<file path="config.mk">
export PLATFORM = sky130hd
export DESIGN_NAME = qfifo_ready_agg
export DESIGN_NICKNAME = d
export VERILOG_FILES = /design/src/rtl/qfa_pkg.sv /design/src/rtl/qfa_chan.sv /design/src/rtl/qfa_merge.sv /design/src/rtl/qfifo_ready_agg.sv
export SDC_FILE = /design/constraint.sdc
export NUM_CORES = 1
export LEC_CHECK = 0
export BUFFER_PORTS_ARGS = -buffer_cell sky130_fd_sc_hd__buf_4
export CORE_AREA = 3 3 73 75
export DETAILED_ROUTE_END_ITERATION = 8
export DIE_AREA = 0 0 76 78
export PLACE_DENSITY = 0.77
export SKIP_CTS_REPAIR_TIMING = 1
export SLEW_MARGIN = 0
export SYNTH_ARGS = -nofsm -noshare
export SYNTH_HDL_FRONTEND = slang
export SYNTH_SLANG_ARGS = --single-unit
</file>
<file path="constraint.sdc">
create_clock -name clk -period 3.1 [get_ports clk]
set_input_delay 0.465 -clock clk [delete_from_list [all_inputs] [get_ports clk]]
set_output_delay 0.465 -clock clk [all_outputs]
set_load 0.01 [all_outputs]
</file>
<file path="src/rtl/qfa_pkg.sv">
package qfa_pkg;
  // Ready conditions of one channel, before registration
  typedef struct packed {
    logic rx;
    logic tx;
  } ch_rdy_t;
endpackage

</file>
<file path="src/rtl/qfa_chan.sv">
module qfa_chan #(
  parameter int CNT_W = 7
) (
  input  logic             en,
  input  logic [CNT_W-1:0] rx_cnt,
  input  logic             rx_to,
  input  logic [CNT_W-1:0] rx_lvl,
  input  logic [CNT_W-1:0] tx_free,
  input  logic [CNT_W-1:0] tx_lvl,
  output qfa_pkg::ch_rdy_t rdy
);
  localparam logic [CNT_W-1:0] ONE = CNT_W'(1);

  logic [CNT_W-1:0] rx_thr, tx_thr;
  logic             rx_nonempty, tx_nonfull, rx_hit, tx_hit;

  always_comb begin
    // A zero level is promoted to one, so an empty/full FIFO never requests
    rx_thr      = (rx_lvl == '0) ? ONE : rx_lvl;
    tx_thr      = (tx_lvl == '0) ? ONE : tx_lvl;
    rx_nonempty = (rx_cnt != '0);
    tx_nonfull  = (tx_free != '0);
    rx_hit      = (rx_cnt >= rx_thr) || rx_to;
    tx_hit      = (tx_free >= tx_thr);
    rdy.rx      = en && rx_nonempty && rx_hit;
    rdy.tx      = en && tx_nonfull && tx_hit;
  end
endmodule

</file>
<file path="src/rtl/qfa_merge.sv">
module qfa_merge #(
  parameter int NUM_CH = 4
) (
  input  logic              clk,
  input  logic              rst,
  input  logic [NUM_CH-1:0] rx_v,
  input  logic [NUM_CH-1:0] tx_v,
  output logic [NUM_CH-1:0] rx_vec_q,
  output logic [NUM_CH-1:0] tx_vec_q,
  output logic              rx_n_q,
  output logic              tx_n_q
);
  always_ff @(posedge clk) begin
    if (rst) begin
      rx_vec_q <= '0;
      tx_vec_q <= '0;
      rx_n_q   <= 1'b1;
      tx_n_q   <= 1'b1;
    end else begin
      rx_vec_q <= rx_v;
      tx_vec_q <= tx_v;
      rx_n_q   <= ~(|rx_v);
      tx_n_q   <= ~(|tx_v);
    end
  end

  AST_RX_ANY_LOW: assert property (@(posedge clk) disable iff (rst)
    (|rx_v) |=> (!rx_n_q && rx_vec_q != '0));
  AST_TX_ANY_LOW: assert property (@(posedge clk) disable iff (rst)
    (|tx_v) |=> (!tx_n_q && tx_vec_q != '0));
  AST_RX_NONE_HIGH: assert property (@(posedge clk) disable iff (rst)
    (rx_v == '0) |=> (rx_n_q && rx_vec_q == '0));
  AST_TX_NONE_HIGH: assert property (@(posedge clk) disable iff (rst)
    (tx_v == '0) |=> (tx_n_q && tx_vec_q == '0));
endmodule

</file>
<file path="src/rtl/qfifo_ready_agg.sv">
module qfifo_ready_agg #(
  parameter int NUM_CH     = 4,
  parameter int FIFO_DEPTH = 64,
  localparam int CNT_W     = $clog2(FIFO_DEPTH + 1)
) (
  input  logic                    clk,
  input  logic                    rst,
  input  logic [NUM_CH-1:0]       ch_en,
  input  logic [NUM_CH*CNT_W-1:0] rx_count,
  input  logic [NUM_CH-1:0]       rx_timeout,
  input  logic [NUM_CH*CNT_W-1:0] rx_trig,
  input  logic [NUM_CH*CNT_W-1:0] tx_space,
  input  logic [NUM_CH*CNT_W-1:0] tx_trig,
  output logic [NUM_CH-1:0]       rx_ready_vec,
  output logic [NUM_CH-1:0]       tx_ready_vec,
  output logic                    rx_rdy_n,
  output logic                    tx_rdy_n
);
  qfa_pkg::ch_rdy_t flags [NUM_CH];
  logic [NUM_CH-1:0] rx_v, tx_v;

  for (genvar i = 0; i < NUM_CH; i++) begin : g_ch
    qfa_chan #(.CNT_W(CNT_W)) chan_i (
      .en      (ch_en[i]),
      .rx_cnt  (rx_count[i*CNT_W +: CNT_W]),
      .rx_to   (rx_timeout[i]),
      .rx_lvl  (rx_trig[i*CNT_W +: CNT_W]),
      .tx_free (tx_space[i*CNT_W +: CNT_W]),
      .tx_lvl  (tx_trig[i*CNT_W +: CNT_W]),
      .rdy     (flags[i])
    );
    assign rx_v[i] = flags[i].rx;
    assign tx_v[i] = flags[i].tx;

    AST_MASKED_QUIET: assert property (@(posedge clk) disable iff (rst)
      !ch_en[i] |=> (!rx_ready_vec[i] && !tx_ready_vec[i]));
    AST_TIMEOUT_WAKES: assert property (@(posedge clk) disable iff (rst)
      (ch_en[i] && rx_timeout[i] && rx_count[i*CNT_W +: CNT_W] != '0)
      |=> rx_ready_vec[i]);
  end

  qfa_merge #(.NUM_CH(NUM_CH)) merge_i (
    .clk      (clk),
    .rst      (rst),
    .rx_v     (rx_v),
    .tx_v     (tx_v),
    .rx_vec_q (rx_ready_vec),
    .tx_vec_q (tx_ready_vec),
    .rx_n_q   (rx_rdy_n),
    .tx_n_q   (tx_rdy_n)
  );

  logic all_rx_empty, all_tx_full;
  always_comb begin
    all_rx_empty = 1'b1;
    all_tx_full  = 1'b1;
    for (int k = 0; k < NUM_CH; k++) begin
      if (rx_count[k*CNT_W +: CNT_W] != '0) all_rx_empty = 1'b0;
      if (tx_space[k*CNT_W +: CNT_W] != '0) all_tx_full  = 1'b0;
    end
  end

  AST_EMPTY_RX_IDLE: assert property (@(posedge clk) disable iff (rst)
    all_rx_empty |=> rx_rdy_n);
  AST_FULL_TX_IDLE: assert property (@(posedge clk) disable iff (rst)
    all_tx_full |=> tx_rdy_n);
endmodule

</file>
# Word-level counts from Yosys, hierarchy flattened
# Cells that the tools add are included.
[totals] regBits=10 in_bits=122 output_inout_bits=10 word_cells=60
[op_classes] order_cmp=8 n_mux=8 n_bitwise=2 reduce_logical=38
[ops] cell="$ge A7 B7 Y1" n=8
[ops] cell="$logic_not A7 Y1" n=8
[ops] cell="$mux W7" n=8
[ops] cell="$reduce_bool A7 Y1" n=8
[ops] cell="$logic_and A1 B1 Y1" n=16
[ops] cell="$reduce_or A4 Y1" n=2
[ops] cell="$logic_or A1 B1 Y1" n=4
[ops] cell="$not A1 Y1" n=2

# Longest topological paths before layout
[depth] depth_word=7 ltp_mapped=8 depth_no_buf=8

# Modules after synthesis
# A second synthesis with hierarchy kept.
[hier_totals] cells_unflattened=239 area_unflattened_um2=1943.1
[modules_own_cells] module="qfa_chan (g_ch[0].chan_i ...)" instances=2 cells_per_inst=55 area_per_inst_um2=425.4 seq_area_each_um2=0.0
[modules_own_cells] module="qfa_chan (g_ch[2].chan_i ...)" instances=2 cells_per_inst=54 area_per_inst_um2=402.9 seq_area_each_um2=0.0
[modules_own_cells] module="qfa_merge" instances=1 cells_per_inst=21 area_per_inst_um2=286.5 seq_area_each_um2=200.2

# Worst setup path after synthesis
# Ideal clock, no wire load.
[synth_timing] path_type="input -> register" from="input port rx_trig[27]" to="register merge_i.rx_n_q" setup_ns=0.096 t_arrival_ns=1.784 required_time_ns=3.004 slack_ns=1.220 cell_stages=8 n_path_buf=0 cell_sequence="nor4_1 -> a31o_1 -> ha_1 -> nand2b_1 -> nand3_1 -> a21o_1 -> a31oi_1 -> o41ai_2"
[synth_between] elab_chain_len=7
[synth_rtl] item="start, declared" line_no="qfifo_ready_agg.sv:11" rtl="input logic [NUM_CH*CNT_W-1:0] rx_trig,"
[synth_rtl] item="$logic_not A7 Y1" line_no="qfa_chan.sv:19" rtl="rx_thr = (rx_lvl == '0) ? ONE : rx_lvl;"
[synth_rtl] item="$mux W7 *" line_no="qfa_chan.sv:19"
[synth_rtl] item="$ge A7 B7 Y1 *" line_no="qfa_chan.sv:23" rtl="rx_hit = (rx_cnt >= rx_thr) || rx_to;"
[synth_rtl] item="$logic_or A1 B1 Y1 *" line_no="qfa_chan.sv:23"
[synth_rtl] item="$logic_and A1 B1 Y1 *" line_no="qfa_chan.sv:25" rtl="rdy.rx = en && rx_nonempty && rx_hit;"
[synth_rtl] item="$reduce_or A4 Y1 *" line_no="qfa_merge.sv:22" rtl="rx_n_q <= ~(|rx_v);"
[synth_rtl] item="$not A1 Y1 *" line_no="qfa_merge.sv:22"
[synth_rtl] item="end signal, assigned" line_no="qfa_merge.sv:22"
[synth_rtl] item="end, declared" line_no="qfa_merge.sv:10" rtl="output logic rx_n_q,"
# Mark *: on every way between the ends. The rest lies on a longest branch, timed or not.
# A chain may end at the register's enable or synchronous reset.

# Final worst setup path
# Ends and elaborated chain as after synthesis.

==> flow_summary.json <==
{
  "status": "completed",
  "critPathKind": "in2reg",
  "worstHoldPathType": "in2reg",
  "tritoncts": "done",
  "io_buffers": 131,
  "detail_route.drc_violations": 0,
  "routed-via-count": 2258,
  "utilization_pct": 64.08,
  "final_layout_size_suffix_gt1_share_pct": 36.84,
  "chipWidth_um": 76,
  "netlist_cell_types": 23,
  "n_fill_cell": 434,
  "die_h_um": 78,
  "final_net_count": 559,
  "die-area_um2": 5928,
  "path_clk_slew_ns": 0.05,
  "top_level_ports": 132,
  "global_route.overflow_total": 0,
  "final.period_utilization_pct": 62.10,
  "final.min_clock_period_ns": 1.925,
  "mappedNetlistArea_um2": 1904,
  "drt_iter0_markers": 19,
  "slew_headroom_pct": 75.10,
  "antennaDiodeCount": 0,
  "hpwl_um": 5355,
  "path_max_fanout": 2,
  "post_drt_wl_per_cell_um": 12.79,
  "setup.worst_path.end_class": "flop",
  "finalWeightedCongestion": 0.8087,
  "cts_buffer_depth": 2,
  "syn_inst_count": 245,
  "leakagePower_nw": 1.693,
  "pin_count_of_the_biggest_net_entering_global_routing": 7,
  "vias_per_cell": 5.051,
  "setup_viol": 0,
  "first_pass_grt_wire_length_um": 9384,
  "cts_max_level": 1,
  "cts_buffers": 3,
  "yosys_warnings": 0,
  "count_of_antenna_violating_nets_left_after_detailed_routing": 0,
  "detail_route.first_pass.iterations": 4,
  "floorplan.core_area_um2": 4723,
  "total_non_filler_cell_area_in_the_finished_layout_um2": 3027,
  "row_count": 25,
  "cts.sink_count": 10,
  "tns_ns": 0,
  "max_freq_mhz": 519.4,
  "synth.yosys.seq_area_share_pct": 10.51,
  "initial_cell_density_of_the_core_pct": 40.32,
  "worst_pin_slew_ns": 0.3687,
  "wirelength_um": 5715,
  "critical_path_required_ns": 3.25,
  "cp-start-kind": "input port",
  "timing.final.hold_violations": 0,
  "cp_data_arrival_time_ns": 2.07,
  "synthToLayoutAreaGrowth_pct": 58.94,
  "p_per_area_nw_per_um2": 210.2,
  "dpl-instance-area_um2": 2972,
  "clockRootBuffer": "sky130_fd_sc_hd__clkbuf_8",
  "drv_cap": 0,
  "drv_slew": 0,
  "grt.total_usage_pct": 18.63,
  "grt_setup_unrepaired": "no",
  "synth-seq-cells": 10,
  "grt_pass1_vias": 2291,
  "synth_nets": 423,
  "number_of_antenna_violations_at_the_first_check_in_global_routing": 0,
  "synth.avg_cell_area_um2": 7.773,
  "total_power_uw": 636.2,
  "peakVddDrop_mv": 0.1199
}
==> stage by stage <==
| stage | hold slack (ns) | worst slack (ns) | instances |
|---|---|---|---|
| floorplan | 0.5374 | 1.220 | 245 |
| global placement | 0.6728 | 0.9841 | 443 |
| detailed placement | 0.6729 | 0.9047 | 443 |
| CTS | 0.4167 | 1.159 | 447 |
| global route | 0.4210 | 1.055 | 447 |
| finish | 0.4228 | 1.175 | 447 |
==> registers in the layout, indices dropped and copies added (netlist names) <==
register          count
merge_i.rx_vec_q      4
merge_i.tx_vec_q      4
merge_i.rx_n_q        1
merge_i.tx_n_q        1
==> logic make-up (layout without fill, tap and decap cells) <==
| kind of cell | Yosys count | after routing | synth area share, % |
|---|---|---|---|
| and+or+nand+nor | 72 | 72 | 21.68 |
| buffers and inverters | 57 | 192 | 11.24 |
| adders and majority gates | 56 | 56 | 36.79 |
| AOI/OAI and AO/OA | 50 | 50 | 19.78 |
| DFF | 10 | 10 | 10.51 |
==> path summary, 6_finish.rpt <==
check,from,end,slack (ns),depth (start not counted)
setup / recovery,rx_trig[27],merge_i.rx_n_q,1.17,9
hold / removal,rst,merge_i.tx_vec_q[2],0.42,2
==> placed cells by master, fill, tap and decap left out, types with 10 or more instances in the layout <==
cell,n
sky130_fd_sc_hd__buf_4,131
sky130_fd_sc_hd__inv_1,57
sky130_fd_sc_hd__ha_1,56
sky130_fd_sc_hd__nand3_1,17
sky130_fd_sc_hd__a21oi_1,16
sky130_fd_sc_hd__nand4_1,15
sky130_fd_sc_hd__nor4_1,12
sky130_fd_sc_hd__dfxtp_1,10
==> cell type report <==
class	instances	area [µm²]	share of cell area [%]
clock buffers	4	55.05	1.819
well taps	67	83.83	2.770
flip-flops and latches	10	200.2	6.614
repair buffers	131	983.4	32.49
inverters	57	214.0	7.069
multi-input cells	178	1490	49.24
==> cells in the mapped netlist <==
master	count	area (µm²)
sky130_fd_sc_hd__inv_1	57	214.0
sky130_fd_sc_hd__ha_1	56	700.7
sky130_fd_sc_hd__nand3_1	17	85.08
sky130_fd_sc_hd__a21oi_1	16	80.08
sky130_fd_sc_hd__nand4_1	15	93.84
sky130_fd_sc_hd__nor4_1	12	75.07
sky130_fd_sc_hd__dfxtp_1	10	200.2
sky130_fd_sc_hd__a21o_1	8	60.06
sky130_fd_sc_hd__a31o_1	8	70.07
sky130_fd_sc_hd__nand2b_1	8	50.05
sky130_fd_sc_hd__a31oi_1	4	25.02
sky130_fd_sc_hd__and2_1	4	25.02
sky130_fd_sc_hd__nand2_1	4	15.01
sky130_fd_sc_hd__nor2_1	4	15.01
sky130_fd_sc_hd__nor3_1	4	20.02
sky130_fd_sc_hd__o211ai_1	4	30.03
sky130_fd_sc_hd__a211oi_1	3	22.52
sky130_fd_sc_hd__o41ai_2	3	48.80
sky130_fd_sc_hd__or4_1	3	22.52
sky130_fd_sc_hd__o41ai_1	2	17.52
sky130_fd_sc_hd__a211oi_2	1	12.51
sky130_fd_sc_hd__a41o_1	1	10.01
sky130_fd_sc_hd__or4_4	1	11.26
==> power by group <==
| group | switching [mW] | leakage, nW | internal, mW |
|---|---|---|---|
| logic | 0.141 | 1.58 | 0.190 |
| registers | 0.00239 | 0.0827 | 0.138 |
| clock network | 0.0523 | 0.0288 | 0.112 |
| total | 0.196 | 1.69 | 0.440 |
==> worst max-delay path, stage by stage <==
cell and delay (ns):
sky130_fd_sc_hd__buf_4 0.12, sky130_fd_sc_hd__nor4_1 0.31, sky130_fd_sc_hd__a31o_1 0.20, sky130_fd_sc_hd__ha_1 0.22, sky130_fd_sc_hd__nand2b_1 0.14, sky130_fd_sc_hd__nand3_1 0.07
sky130_fd_sc_hd__a21o_1 0.11, sky130_fd_sc_hd__a31oi_1 0.11, sky130_fd_sc_hd__o41ai_2 0.33
==> layer usage <==
| layer | part of all wire [%] | up-vias | track usage (%) | wire length (µm) |
|---|---|---|---|---|
| met2 | 51 | 72 | 34.31 | 2909 |
| met4 | 2.0 | 0 | 6.884 | 114 |
| met5 | 0 | - | 0 | 0 |
| met3 | 5.4 | 9 | 3.480 | 310 |
| met1 | 42 | 1000 | 21.35 | 2380 |
| li1 | - | 1177 | - | - |
(Power assumes the default switching activity.)
